[src/rtl/bcd_rtc_pkg.sv]
package bcd_rtc_pkg;

  typedef struct packed {
    logic [15:0] year;
    logic [7:0]  month;
    logic [7:0]  day;
    logic [7:0]  hour;
    logic [7:0]  minute;
    logic [7:0]  second;
    logic [11:0] msec;
  } rtc_time_t;

  localparam logic [2:0] A_TIME   = 3'd0;
  localparam logic [2:0] A_DATE   = 3'd1;
  localparam logic [2:0] A_ALARM  = 3'd2;
  localparam logic [2:0] A_CTRL   = 3'd3;
  localparam logic [2:0] A_STATUS = 3'd4;
  localparam logic [2:0] A_MSEC   = 3'd5;
  localparam logic [2:0] A_TTIME  = 3'd6;
  localparam logic [2:0] A_TDATE  = 3'd7;

  // ripple increment over four BCD digits
  function automatic logic [15:0] bcd_inc(input logic [15:0] v);
    logic [15:0] r;
    logic        c;
    r = v;
    c = 1'b1;
    for (int i = 0; i < 4; i++) begin
      if (c) begin
        if (v[4*i +: 4] == 4'd9) r[4*i +: 4] = 4'd0;
        else begin
          r[4*i +: 4] = v[4*i +: 4] + 4'd1;
          c = 1'b0;
        end
      end
    end
    return r;
  endfunction

  // two BCD digits divisible by four
  function automatic logic bcd2_div4(input logic [7:0] b);
    if (b[4]) return (b[3:0] == 4'd2) || (b[3:0] == 4'd6);
    return (b[3:0] == 4'd0) || (b[3:0] == 4'd4) || (b[3:0] == 4'd8);
  endfunction

  function automatic logic bcd_leap(input logic [15:0] y);
    if (y[7:0] == 8'h00) return bcd2_div4(y[15:8]);
    return bcd2_div4(y[7:0]);
  endfunction

  function automatic logic [7:0] bcd_last_day(input logic [7:0] m, input logic leap);
    case (m)
      8'h02:                      return leap ? 8'h29 : 8'h28;
      8'h04, 8'h06, 8'h09, 8'h11: return 8'h30;
      default:                    return 8'h31;
    endcase
  endfunction

endpackage

[src/rtl/bcd_rtc_subsec.sv]
module bcd_rtc_subsec #(
  parameter int TICKS_PER_SEC = 32768,
  parameter int MS_PER_SEC    = 1000,
  localparam int TW = $clog2(TICKS_PER_SEC)
) (
  input  logic          clk_i,
  input  logic          rst_ni,
  input  logic          tick_i,
  input  logic          restart_i,
  output logic          ms_stb_o,
  output logic [TW-1:0] pos_nxt_o
);
  localparam int BASE = TICKS_PER_SEC / MS_PER_SEC;
  localparam int REM  = TICKS_PER_SEC % MS_PER_SEC;
  localparam int CW   = $clog2(BASE + 2);
  localparam int EW   = $clog2(MS_PER_SEC) + 1;

  logic [CW-1:0] cnt_q, cnt_inc, len;
  logic [EW-1:0] err_q, err_sum;
  logic [TW-1:0] pos_q;
  logic          long_ms;

  always_comb begin
    err_sum   = err_q + EW'(REM);
    long_ms   = err_sum >= EW'(MS_PER_SEC);
    len       = long_ms ? CW'(BASE + 1) : CW'(BASE);
    cnt_inc   = cnt_q + CW'(1);
    ms_stb_o  = tick_i && !restart_i && (cnt_inc == len);
    pos_nxt_o = (pos_q == TW'(TICKS_PER_SEC - 1)) ? '0 : pos_q + TW'(1);
  end

  always_ff @(posedge clk_i or negedge rst_ni) begin
    if (!rst_ni) begin
      cnt_q <= '0;
      err_q <= '0;
      pos_q <= '0;
    end else if (restart_i) begin
      cnt_q <= '0;
      err_q <= '0;
      pos_q <= '0;
    end else if (tick_i) begin
      pos_q <= pos_nxt_o;
      if (ms_stb_o) begin
        cnt_q <= '0;
        err_q <= long_ms ? err_sum - EW'(MS_PER_SEC) : err_sum;
      end else begin
        cnt_q <= cnt_inc;
      end
    end
  end

endmodule

[src/rtl/bcd_rtc_periodic.sv]
module bcd_rtc_periodic #(
  parameter int TICKS_PER_SEC = 32768,
  parameter int MAX_RATE_LOG  = 9,
  parameter int RW            = 4,
  localparam int TW = $clog2(TICKS_PER_SEC)
) (
  input  logic          clk_i,
  input  logic          rst_ni,
  input  logic          tick_i,
  input  logic          restart_i,
  input  logic          en_i,
  input  logic [RW-1:0] rate_i,
  input  logic [TW-1:0] pos_nxt_i,
  output logic          pulse_o
);
  logic [RW-1:0] k;
  logic [TW:0]   period;
  logic [TW-1:0] mask;
  logic          hit;

  always_comb begin
    k      = (rate_i > RW'(MAX_RATE_LOG)) ? RW'(MAX_RATE_LOG) : rate_i;
    period = (TW+1)'(TICKS_PER_SEC) >> k;
    mask   = TW'(period - (TW+1)'(1));
    hit    = (pos_nxt_i & mask) == '0;
  end

  always_ff @(posedge clk_i or negedge rst_ni) begin
    if (!rst_ni) pulse_o <= 1'b0;
    else         pulse_o <= tick_i && !restart_i && en_i && hit;
  end

endmodule

[src/rtl/bcd_rtc_chain.sv]
module bcd_rtc_chain
  import bcd_rtc_pkg::*;
(
  input  logic        clk_i,
  input  logic        rst_ni,
  input  logic        ms_stb_i,
  input  logic        set_time_i,
  input  logic        set_date_i,
  input  logic [31:0] wdata_i,
  output rtc_time_t   cur_o,
  output logic        sec_adv_o
);
  rtc_time_t nxt;
  logic ms_w, sec_w, min_w, hr_w, day_w, mon_w;

  always_comb begin
    nxt   = cur_o;
    ms_w  = cur_o.msec == 12'h999;
    sec_w = ms_w  && cur_o.second == 8'h59;
    min_w = sec_w && cur_o.minute == 8'h59;
    hr_w  = min_w && cur_o.hour == 8'h23;
    day_w = hr_w  && cur_o.day == bcd_last_day(cur_o.month, bcd_leap(cur_o.year));
    mon_w = day_w && cur_o.month == 8'h12;
    nxt.msec = ms_w ? 12'h000 : bcd_inc({4'h0, cur_o.msec})[11:0];
    if (ms_w)  nxt.second = sec_w ? 8'h00 : bcd_inc({8'h00, cur_o.second})[7:0];
    if (sec_w) nxt.minute = min_w ? 8'h00 : bcd_inc({8'h00, cur_o.minute})[7:0];
    if (min_w) nxt.hour   = hr_w  ? 8'h00 : bcd_inc({8'h00, cur_o.hour})[7:0];
    if (hr_w)  nxt.day    = day_w ? 8'h01 : bcd_inc({8'h00, cur_o.day})[7:0];
    if (day_w) nxt.month  = mon_w ? 8'h01 : bcd_inc({8'h00, cur_o.month})[7:0];
    if (mon_w) nxt.year   = bcd_inc(cur_o.year);
  end

  always_ff @(posedge clk_i or negedge rst_ni) begin
    if (!rst_ni) begin
      cur_o     <= '{year: 16'h2000, month: 8'h01, day: 8'h01, default: '0};
      sec_adv_o <= 1'b0;
    end else begin
      sec_adv_o <= 1'b0;
      if (set_time_i) begin
        cur_o.hour   <= wdata_i[23:16];
        cur_o.minute <= wdata_i[15:8];
        cur_o.second <= wdata_i[7:0];
        cur_o.msec   <= '0;
      end else if (set_date_i) begin
        cur_o.year  <= wdata_i[31:16];
        cur_o.month <= wdata_i[15:8];
        cur_o.day   <= wdata_i[7:0];
        cur_o.msec  <= '0;
      end else if (ms_stb_i) begin
        cur_o     <= nxt;
        sec_adv_o <= ms_w;
      end
    end
  end

endmodule

[src/rtl/bcd_rtc.sv]
module bcd_rtc
  import bcd_rtc_pkg::*;
#(
  parameter int TICKS_PER_SEC = 32768,
  parameter int MS_PER_SEC    = 1000,
  parameter int MAX_RATE_LOG  = 9
) (
  input  logic        clk_i,
  input  logic        rst_ni,
  input  logic        tick_i,
  input  logic        wr_en_i,
  input  logic [2:0]  addr_i,
  input  logic [31:0] wr_data_i,
  output logic [31:0] rd_data_o,
  input  logic        tamper_i,
  output logic        alarm_irq_o,
  output logic        periodic_irq_o,
  output logic        tamper_flag_o,
  output logic        sram_cut_o
);
  localparam int TW = $clog2(TICKS_PER_SEC);
  localparam int RW = $clog2(MAX_RATE_LOG + 1);

  rtc_time_t     cur_q;
  logic          set_time, set_date, restart, ms_stb, sec_adv;
  logic [TW-1:0] pos_nxt;
  logic [31:0]   alarm_q;
  logic          alarm_en_q, per_en_q, cut_en_q;
  logic [RW-1:0] rate_q;
  logic          alarm_flag_q, tamper_flag_q;
  logic [23:0]   t_time_q;
  logic [31:0]   t_date_q;
  logic          clr_alarm, clr_tamper, alarm_hit;

  assign set_time   = wr_en_i && addr_i == A_TIME;
  assign set_date   = wr_en_i && addr_i == A_DATE;
  assign restart    = set_time || set_date;
  assign clr_alarm  = wr_en_i && addr_i == A_STATUS && wr_data_i[0];
  assign clr_tamper = wr_en_i && addr_i == A_STATUS && wr_data_i[1];
  assign alarm_hit  = alarm_en_q && sec_adv &&
                      {cur_q.day, cur_q.hour, cur_q.minute, cur_q.second} == alarm_q;

  bcd_rtc_subsec #(.TICKS_PER_SEC(TICKS_PER_SEC), .MS_PER_SEC(MS_PER_SEC)) u_subsec (
    .clk_i, .rst_ni, .tick_i, .restart_i(restart), .ms_stb_o(ms_stb), .pos_nxt_o(pos_nxt)
  );

  bcd_rtc_chain u_chain (
    .clk_i, .rst_ni, .ms_stb_i(ms_stb), .set_time_i(set_time), .set_date_i(set_date),
    .wdata_i(wr_data_i), .cur_o(cur_q), .sec_adv_o(sec_adv)
  );

  bcd_rtc_periodic #(.TICKS_PER_SEC(TICKS_PER_SEC), .MAX_RATE_LOG(MAX_RATE_LOG), .RW(RW)) u_per (
    .clk_i, .rst_ni, .tick_i, .restart_i(restart), .en_i(per_en_q), .rate_i(rate_q),
    .pos_nxt_i(pos_nxt), .pulse_o(periodic_irq_o)
  );

  always_ff @(posedge clk_i or negedge rst_ni) begin
    if (!rst_ni) begin
      alarm_q    <= '0;
      alarm_en_q <= 1'b0;
      per_en_q   <= 1'b0;
      rate_q     <= '0;
      cut_en_q   <= 1'b0;
    end else if (wr_en_i) begin
      if (addr_i == A_ALARM) alarm_q <= wr_data_i;
      if (addr_i == A_CTRL) begin
        alarm_en_q <= wr_data_i[0];
        per_en_q   <= wr_data_i[1];
        rate_q     <= wr_data_i[2 +: RW];
        cut_en_q   <= wr_data_i[6];
      end
    end
  end

  // set wins over a same-cycle clear
  always_ff @(posedge clk_i or negedge rst_ni) begin
    if (!rst_ni)        alarm_flag_q <= 1'b0;
    else if (alarm_hit) alarm_flag_q <= 1'b1;
    else if (clr_alarm) alarm_flag_q <= 1'b0;
  end

  always_ff @(posedge clk_i or negedge rst_ni) begin
    if (!rst_ni) begin
      tamper_flag_q <= 1'b0;
      t_time_q      <= '0;
      t_date_q      <= '0;
    end else if (clr_tamper) begin
      tamper_flag_q <= 1'b0;
    end else if (tamper_i && !tamper_flag_q) begin
      tamper_flag_q <= 1'b1;
      t_time_q      <= {cur_q.hour, cur_q.minute, cur_q.second};
      t_date_q      <= {cur_q.year, cur_q.month, cur_q.day};
    end
  end

  assign alarm_irq_o   = alarm_flag_q;
  assign tamper_flag_o = tamper_flag_q;
  assign sram_cut_o    = tamper_flag_q && cut_en_q;

  always_comb begin
    rd_data_o = '0;
    case (addr_i)
      A_TIME:   rd_data_o = {8'h00, cur_q.hour, cur_q.minute, cur_q.second};
      A_DATE:   rd_data_o = {cur_q.year, cur_q.month, cur_q.day};
      A_ALARM:  rd_data_o = alarm_q;
      A_CTRL:   rd_data_o = 32'({cut_en_q, 4'(rate_q), per_en_q, alarm_en_q}) |
                            32'({cut_en_q, 6'h0}) & 32'h40;
      A_STATUS: rd_data_o = {30'h0, tamper_flag_q, alarm_flag_q};
      A_MSEC:   rd_data_o = {20'h0, cur_q.msec};
      A_TTIME:  rd_data_o = {8'h00, t_time_q};
      default:  rd_data_o = t_date_q;
    endcase
  end

endmodule

[config.mk]
export PLATFORM = sky130hd
export DESIGN_NAME = bcd_rtc
export DESIGN_NICKNAME = d
export VERILOG_FILES = /design/src/rtl/bcd_rtc_pkg.sv /design/src/rtl/bcd_rtc_subsec.sv /design/src/rtl/bcd_rtc_periodic.sv /design/src/rtl/bcd_rtc_chain.sv /design/src/rtl/bcd_rtc.sv
export SDC_FILE = /design/constraint.sdc
export NUM_CORES = 1
export LEC_CHECK = 0
export BUFFER_PORTS_ARGS = -buffer_cell sky130_fd_sc_hd__buf_2
export CAP_MARGIN = 20
export CORE_MARGIN = 2
export CORE_UTILIZATION = 62
export CTS_CLUSTER_DIAMETER = 150
export DETAILED_ROUTE_END_ITERATION = 10
export PLACE_DENSITY_LB_ADDON = 0.3
export SLEW_MARGIN = 20
export SYNTH_ARGS = -nofsm -noshare
export SYNTH_HDL_FRONTEND = slang
export SYNTH_SLANG_ARGS = --single-unit
export TNS_END_PERCENT = 1
[constraint.sdc]
create_clock -name clk_i -period 4.2 [get_ports clk_i]
set_input_delay 0.84 -clock clk_i [delete_from_list [all_inputs] [get_ports clk_i]]
set_output_delay 0.84 -clock clk_i [all_outputs]
set_load 0.02 [all_outputs]
==> results of run 1 <==
==> flip-flops by register name, summed over array words and instances (netlist names) <==
signal,flops
u_subsec.err_q,8
u_chain.cur_o,68
cut_en_q,1
u_subsec.pos_q,15
alarm_q,32
u_chain.sec_adv_o,1
t_time_q,24
t_date_q,32
u_per.pulse_o,1
tamper_flag_o,1
alarm_en_q,1
per_en_q,1
rate_q,4
alarm_irq_o,1
u_subsec.cnt_q,6
==> layout make-up <==
class | instances | area (um2) | area share
multi-input combinational | 955 | 6480 | 0.495
sequential | 196 | 4910 | 0.374
timing repair buffer | 100 | 634 | 0.0484
clock buffer | 17 | 425 | 0.0325
tap | 234 | 293 | 0.0223
clock inverter | 15 | 193 | 0.0147
inverter | 46 | 173 | 0.0132
==> logic make-up (layout without fill, tap and decap cells) <==
kind of cell,count (synthesis),count (layout),share of synthesized area
compound gates,306,306,0.158
xor+xnor,62,62,0.0455
fa+ha+maj,29,29,0.0304
buf+inv,130,178,0.0460
flops,196,196,0.412
mux,152,152,0.140
other cells,1,2,0.000314
simple gates,404,404,0.169
==> layer usage <==
metal  GRT usage  part of all wire  vias up  wire length (um)
li1            -                 -     4667                 -
met1       0.469              0.43     5077             13800
met2       0.511              0.46      474             15000
met3      0.0577             0.074       97              2390
met4       0.128             0.035        0              1130
met5           0                 0        -                 0
==> path summary, 6_finish.rpt <==
| path | cells past startpoint | endpoint | from | slack [ns] |
|---|---|---|---|---|
| min in group clk_i | 1 | t_date_q[30] | t_date_q[30] | 0.51 |
| max in group asynchronous | 2 | u_chain.cur_o[36] | rst_ni | 2.80 |
| min | 1 | u_subsec.pos_q[7] | rst_ni | 0.43 |
| min reg2reg | 1 | t_date_q[30] | t_date_q[30] | 0.51 |
| max | 10 | u_chain.cur_o[59] | u_chain.cur_o[5] | 0.51 |
| max reg2reg | 10 | u_chain.cur_o[59] | u_chain.cur_o[5] | 0.51 |
==> placed cells by master (no fill, tap or decap), types with 13 or more instances in the layout <==
cell	n
nand3_1	41
clkbuf_16	17
a21oi_1	72
xnor2_1	18
nand4_1	14
nand2_1	129
nor3_1	22
inv_1	46
mux2i_1	45
nor4_1	14
o21ai_0	102
nor2_1	94
a31oi_1	13
o31ai_1	13
mux2_2	106
xor2_1	44
dfrtp_1	193
a221oi_1	18
buf_4	20
o22ai_1	14
ha_1	29
buf_2	74
==> power breakdown <==
part	internal (mW)	leakage, nW	total (mW)	switching [mW]
Sequential	2.35	2.42	2.97	0.624
Combinational	0.821	3.06	1.72	0.896
Clock	0.956	0.302	1.76	0.806
==> metrics by stage <==
stage          hold WS, ns  cells  cell area [um2]   util
2_1_floorplan        0.458   1281            11900      -
3_3_place_gp         0.481   1531            12500  0.666
3_5_place_dp         0.490   1531            12500  0.666
4_1_cts              0.479   1563            13100  0.698
5_1_grt              0.485   1563            13100  0.698
6_report             0.425   1563            13100  0.698
==> metrics.cfg, run 1 <==
[setup_path]
worstSetupPathType = flop to flop
worstPathRequired_ns = 4.57
slowest_delay_ns = 0.75
worstSetupEndpointType = flop
cp.arrival_ns = 4.07
path_cells = inv_1 -> ha_1 -> nand3b_4 -> or4_1 -> nand4b_2 -> or4b_1 -> or4b_1 -> nor4b_2 -> o21ai_1 -> a31oi_1
cp_max_fo = 9
crit_slowest_cell = or4b_1
critPathLaunchType = flop
crit_family = simple AND/OR/NAND/NOR gates
cp_common_cell = or4b_1
cp_num_buf_inv = 1

[synthesis]
synth_cells = 1280
synth_common_cells = dfrtp_1, nand2_1, mux2_2, o21ai_0, nor2_1
yosys_register_bits = 196
ys_seq_area_frac = 0.412
synth_top_area_share = 0.405
synth.avg_cell_area_um2 = 9.32
synth_edf_count = 0
async_reset_ff_frac = 1.00
synth.top_cells.by_area = dfrtp_1, mux2_2, o21ai_0
yosysWarnings = 0
synth_area_mm2 = 0.0119
synth.most_common_cell = dfrtp_1
yosysUniqueCellTypes = 78
ys.flop_type = dfrtp_1
synth_area_leader_cell = dfrtp_1

[run_status]
status = complete, no violations

[routing]
via_per_inst = 6.60
drt_pass1_iterations = 5
finalWirelength_um = 32300
wl_per_cell_um = 20.7
ant_nets = 0
num_vias = 10300
drc = 0
drt-initial-drc-count = 1034

[floorplanning]
initial_core_util = 0.635
dieArea_mm2 = 0.0204
die_height_um = 143
io_pins = 76
fp-row-count = 50
dieWidth_um = 143
core_mm2 = 0.0188

[timing]
setup_viol = 0
clock.fmax_mhz = 271
fin_tns_setup_ns = 0
relSlewSlack = 0.464
maxSlewViolCount = 0
min_period_over_period = 0.879
rsz0062_at_grt = no
clock_skew_ns = 0.0147
hold_viol_final = 0
worst_pin_slew_ns = 0.804
worst_slack_ns = 0.507
fin_crit_ns = 3.69

[clocking]
cts.htree.levels = 4
cts.sinks = 196
cts.path.max_buffers = 2
ctsResizeCount = 0
clk_latency_ns = 0.45
cts_tree = built
post_cts_buffers = 0
clkTransAtPathRegs_ns = 0.08
cts_buffers = 17
hold_buffers = 0
cts_root_buffer = clkbuf_16

[power_and_ir_drop]
p_leak_nw = 5.79
ir_worst_vdd_mv = 0.323
p_per_area_mw_per_mm2 = 492
total_power_mw = 6.45

[placement]
gp_congestion = 0.918
io_buffer_count = 75
post-place-ws_ns = 0.560
hpwlAfterDp_um = 22200

[grt]
grt_pass1_wl_um = 52700
grt_use_total = 0.331
grt_pass1_vias = 10000
antenna_found_initial = 0
grt_max_degree = 91
grt.overflow.total = 0

[job]
cap_violations = 0

[final_layout]
drive_gt1_frac = 0.196
layout.nets = 1385
antenna_cells = 0
area_delta_synth_final_pct = 9.94
n_fill_cell = 1451

[min_path]
hold_path.class = input pin to async pin

(Power assumes the default switching activity.)
==> run 2: changes to the inputs <==
- REMOVE_ABC_BUFFERS: not set -> 1
==> run 2 against run 1 <==
Worst hold slack better by 0.052 ns. Largest power group unchanged. Worst setup slack better by 0.041 ns. Maximum frequency is 1.1% higher. Largest cell class unchanged. Flip-flop and latch count stayed put. Highest routed layer unchanged. Critical path depth stayed put. First-iteration DRC count is 9.1% higher. Final cell count is 0.13% higher. Clock skew is 0.0015 ns lower. Clock power is 11% lower.
==> metrics.cfg, run 2 (synthesized netlist as in run 1, its figures left out) <==
[run_status]
status = complete, no violations

[floorplanning]
fp-row-count = 50
die_height_um = 143
dieWidth_um = 143
core_mm2 = 0.0188
initial_core_util = 0.635
io_pins = 76
dieArea_mm2 = 0.0204

[grt]
grt_pass1_vias = 9738
grt_use_total = 0.320
grt_max_degree = 97
grt.overflow.total = 0
grt_pass1_wl_um = 51200
antenna_found_initial = 0

[setup_path]
worstSetupEndpointType = flop
worstSetupPathType = flop to flop
critPathLaunchType = flop
path_cells = inv_1 -> ha_1 -> nand2_1 -> or4_1 -> nand4b_2 -> or4b_1 -> or4b_1 -> nor4_2 -> o21ai_1 -> a31oi_1
crit_slowest_cell = or4b_1
slowest_delay_ns = 0.72
cp_common_cell = or4b_1
cp.arrival_ns = 4.01
cp_max_fo = 9
worstPathRequired_ns = 4.55
rr_worst_depth = 10

[final_layout]
final_common_cell = dfrtp_1
largest_reg_flops = 68
n_fill_cell = 1429
area_delta_synth_final_pct = 9.20
reg_top3 = u_chain.cur_o: 68 flops, alarm_q: 32 flops, t_date_q: 32 flops
fin_util = 0.694
stdcell_count = 1565
layout.nets = 1387
final_cell_mix = dfrtp_1, nand2_1, mux2_2
antenna_cells = 0
top_register = u_chain.cur_o
drive_gt1_frac = 0.195

[clocking]
cts_tree = built
clkTransAtPathRegs_ns = 0.07
cts.sinks = 196
cts_buffers = 17
cts.htree.levels = 4
post_cts_buffers = 0
clk_latency_ns = 0.43
cts.path.max_buffers = 2
hold_buffers = 0
ctsResizeCount = 0
cts_root_buffer = clkbuf_16

[timing]
setup_viol = 0
fin_tns_setup_ns = 0
maxSlewViolCount = 0
holdWs_ns = 0.477
worst_pin_slew_ns = 1.03
clock.fmax_mhz = 274
rsz0062_at_grt = no
min_period_over_period = 0.870
hold_viol_final = 0
clock_skew_ns = 0.0132
relSlewSlack = 0.315
fin_crit_ns = 3.65

[job]
cap_violations = 0

[placement]
io_buffer_count = 75
gp_congestion = 0.883
dp_cells = 1532
hpwlAfterDp_um = 22100

[power_and_ir_drop]
p_per_area_mw_per_mm2 = 479
p_leak_nw = 5.74
ir_worst_vdd_mv = 0.286

[routing]
drt-initial-drc-count = 1128
drt_pass1_iterations = 5
finalWirelength_um = 31600
wl_per_cell_um = 20.2
via_per_inst = 6.55
ant_nets = 0
drc = 0
num_vias = 10300

[min_path]
hold_path.class = input pin to async pin

run 2: worst paths after layout:
path	startpoint	end	slack, ns
max	u_chain.cur_o[9]	u_chain.cur_o[63]	0.55
min	rst_ni	u_subsec.pos_q[0]	0.48
max reg2reg	u_chain.cur_o[9]	u_chain.cur_o[63]	0.55
min reg2reg	u_subsec.err_q[7]	u_subsec.err_q[7]	0.49
max in group asynchronous	rst_ni	u_subsec.cnt_q[5]	2.73
min in group clk_i	u_subsec.err_q[7]	u_subsec.err_q[7]	0.49
run 2: layout make-up:
class                           instances  area, um2  share of cell area
Inverter                               46        173              0.0133
Clock inverter                          8       82.6             0.00634
Clock buffer                           24        472              0.0362
Multi-Input combinational cell        955       6480               0.498
Sequential cell                       196       4910               0.377
Timing Repair Buffer                  102        609              0.0468
Tap cell                              234        293              0.0225
run 2: per-stage QoR:
stage	total power, mW	worst slack (ns)	area (um2)
floorplan	4.03	-0.832	11600
global placement	4.57	0.667	12500
detailed placement	4.66	0.617	12500
CTS	6.23	0.546	13000
global route	6.60	0.361	13000
finish	6.24	0.548	13000
run 2: power by group:
part	internal [mW]	switching, mW
sequential	2.35	0.605
clock	0.851	0.715
combinational	0.824	0.894
run 2: metal layers:
metal,up-vias,routed length [um],global-route usage,part of all wire
li1,4673,-,-,-
met5,-,0,0,0
met1,5067,13500,0.453,0.43
met2,465,14600,0.500,0.46
met4,0,609,0.0917,0.019
met3,50,2880,0.0691,0.091
run 2: critical path, delay by kind of cell, from the launching register on:
kind / cells / cell delay [ns]
AO/OA/AOI/OAI: 2 / 0.25
adder cells (fa/ha/maj): 1 / 0.22
flip-flops: 1 / 0.41
AND/OR/NAND/NOR: 6 / 2.62
buffers and inverters: 1 / 0.09
==> run 3: changes to the inputs <==
--- a/config.mk
+++ b/config.mk
@@ -10,3 +10,3 @@
 export CORE_MARGIN = 2
-export CORE_UTILIZATION = 62
+export CORE_UTILIZATION = 56
 export CTS_CLUSTER_DIAMETER = 150
==> constraint.sdc (replaced) <==
create_clock -name clk_i -period 3.1 [get_ports clk_i]
set_input_delay 0.62 -clock clk_i [delete_from_list [all_inputs] [get_ports clk_i]]
set_output_delay 0.62 -clock clk_i [all_outputs]
set_load 0.05 [all_outputs]
==> run 3 against run 2 <==
The flow now finishes with violations (setup timing). Sequential power is 27% higher. Die area is 10% higher. Cell area is 7.1% higher. Total power is 45% higher. Flip-flop and latch count stayed put. Maximum frequency is 14% higher. Wire length is 7.4% higher. Clock power is 40% higher. Final cell count is 8.2% higher. Combinational power is 81% higher.
==> metrics.cfg, run 3 (synthesized netlist as in run 1, its figures left out) <==
[power_and_ir_drop]
ir_worst_vdd_mv = 0.427
p_leak_nw = 6.27
total_power_mw = 9.06
p_per_area_mw_per_mm2 = 650

[final_layout]
top_register = u_chain.cur_o
stdcell_count = 1694
final_cell_mix = dfrtp_1, nand2_1, mux2_2, buf_4, o21ai_0
area_delta_synth_final_pct = 16.9
antenna_cells = 0
fin_area_mm2 = 0.0139
final_common_cell = dfrtp_1
fin_util = 0.665
n_fill_cell = 1675
drive_gt1_frac = 0.252
layout.nets = 1476
reg_top3 = u_chain.cur_o: 68 flops, alarm_q: 32 flops, t_date_q: 32 flops
largest_reg_flops = 68

[routing]
num_vias = 10600
finalWirelength_um = 34000
drt-initial-drc-count = 1049
drc = 0
wl_per_cell_um = 20.1
drt_pass1_iterations = 5
via_per_inst = 6.23
ant_nets = 0

[timing]
clock.fmax_mhz = 312
relSlewSlack = 0.543
holdWs_ns = 0.189
worst_slack_ns = -0.103
worst_pin_slew_ns = 0.676
rsz0062_at_grt = yes
maxSlewViolCount = 0
min_period_over_period = 1.03
setup_viol = 9
fin_tns_setup_ns = -0.579
fin_crit_ns = 3.20
hold_viol_final = 0
clock_skew_ns = 0.0129

[setup_path]
worstSetupEndpointType = flop
rr_worst_depth = 12
worstPathRequired_ns = 3.41
cp.arrival_ns = 3.52
worstReg2RegEnd = u_chain.cur_o[60]
r2r_slack_ns = -0.10
cp_max_fo = 4
critPathLaunchType = flop
cp-startpoint = u_chain.cur_o[9]
worstSetupPathType = flop to flop
endpoint = u_chain.cur_o[60]
r2r_start = u_chain.cur_o[9]

[placement]
dp_cells = 1660
post-place-ws_ns = -0.282
io_buffer_count = 75
place_area_mm2 = 0.0132
gp_congestion = 0.911
hpwlAfterDp_um = 23900

[floorplanning]
initial_core_util = 0.569
dieWidth_um = 150
core_mm2 = 0.0210
fp-row-count = 53
dieArea_mm2 = 0.0225
die_height_um = 150
io_pins = 76

[grt]
grt_pass1_vias = 9978
grt_use_total = 0.307
grt_pass1_wl_um = 53600
antenna_found_initial = 1
grt_max_degree = 75
grt.overflow.total = 0

[clocking]
cts.sinks = 196
cts_buffers = 17
cts.path.max_buffers = 2
hold_buffers = 0
cts.htree.levels = 4
cts_tree = built
clk_latency_ns = 0.44
clkTransAtPathRegs_ns = 0.07
cts_root_buffer = clkbuf_16

[job]
cap_violations = 0

[run_status]
violations = setup timing
status = finished, violations left

[min_path]
hold_path.class = input pin to async pin

## run 3: cell types whose count changed in the layout (fill, tap and decap cells not counted), moves of 2 or more
cell,previous run,this run
buf_12,2,8
buf_4,24,106
ha_1,29,27
o21ai_0,103,101
o21ai_1,8,10
## run 3: timing repair
item                                    in CTS  in global routing
endpoints found under the setup margin      10                 27
setup buffers                                1                  1
cloned                                       1                  0
pin swaps                                   13                  6
gates resized for setup                     10                 12
## run 3: worst min path at each step
stage                     depth (start not counted)                 to              start
after floorplan                                   0         alarm_en_q             rst_ni
after global placement                            1  u_subsec.err_q[7]  u_subsec.err_q[7]
after detailed placement                          1  u_subsec.err_q[7]  u_subsec.err_q[7]
after CTS                                         1  u_subsec.err_q[5]             rst_ni
after global routing                              1  u_subsec.err_q[5]             rst_ni
final                                             1  u_subsec.err_q[5]             rst_ni
## run 3: area by class of cell
type,count,area (um2),area share
well taps,275,344,0.0247
clock buffers,24,472,0.0338
flip-flops and latches,196,4910,0.352
inverters,46,173,0.0124
multi-input cells,955,6560,0.471
repair buffers,191,1380,0.0992
clock inverters,7,100,0.00718
## run 3: report_power, final
part	internal, mW	switching [mW]
Clock	1.23	0.968
Combinational	1.36	1.75
Sequential	3.19	0.558
## run 3: metal layers
layer,GRT usage,vias up,part of all wire
met4,0.105,2,0.028
li1,-,4849,-
met2,0.476,417,0.47
met5,0,-,0.00029
met1,0.432,5214,0.43
met3,0.0582,75,0.075
## run 3: worst max-delay path, stage by stage (launching register included)
cell and delay [ns]:
dfrtp_1 0.39, inv_2 0.09, ha_4 0.14, nand2_2 0.06, or4_4 0.53, nand4b_4 0.20
or4b_1 0.54, or4b_4 0.52, buf_4 0.17, buf_16 0.13, nor2_2 0.11, xnor2_1 0.14
o21ai_1 0.08
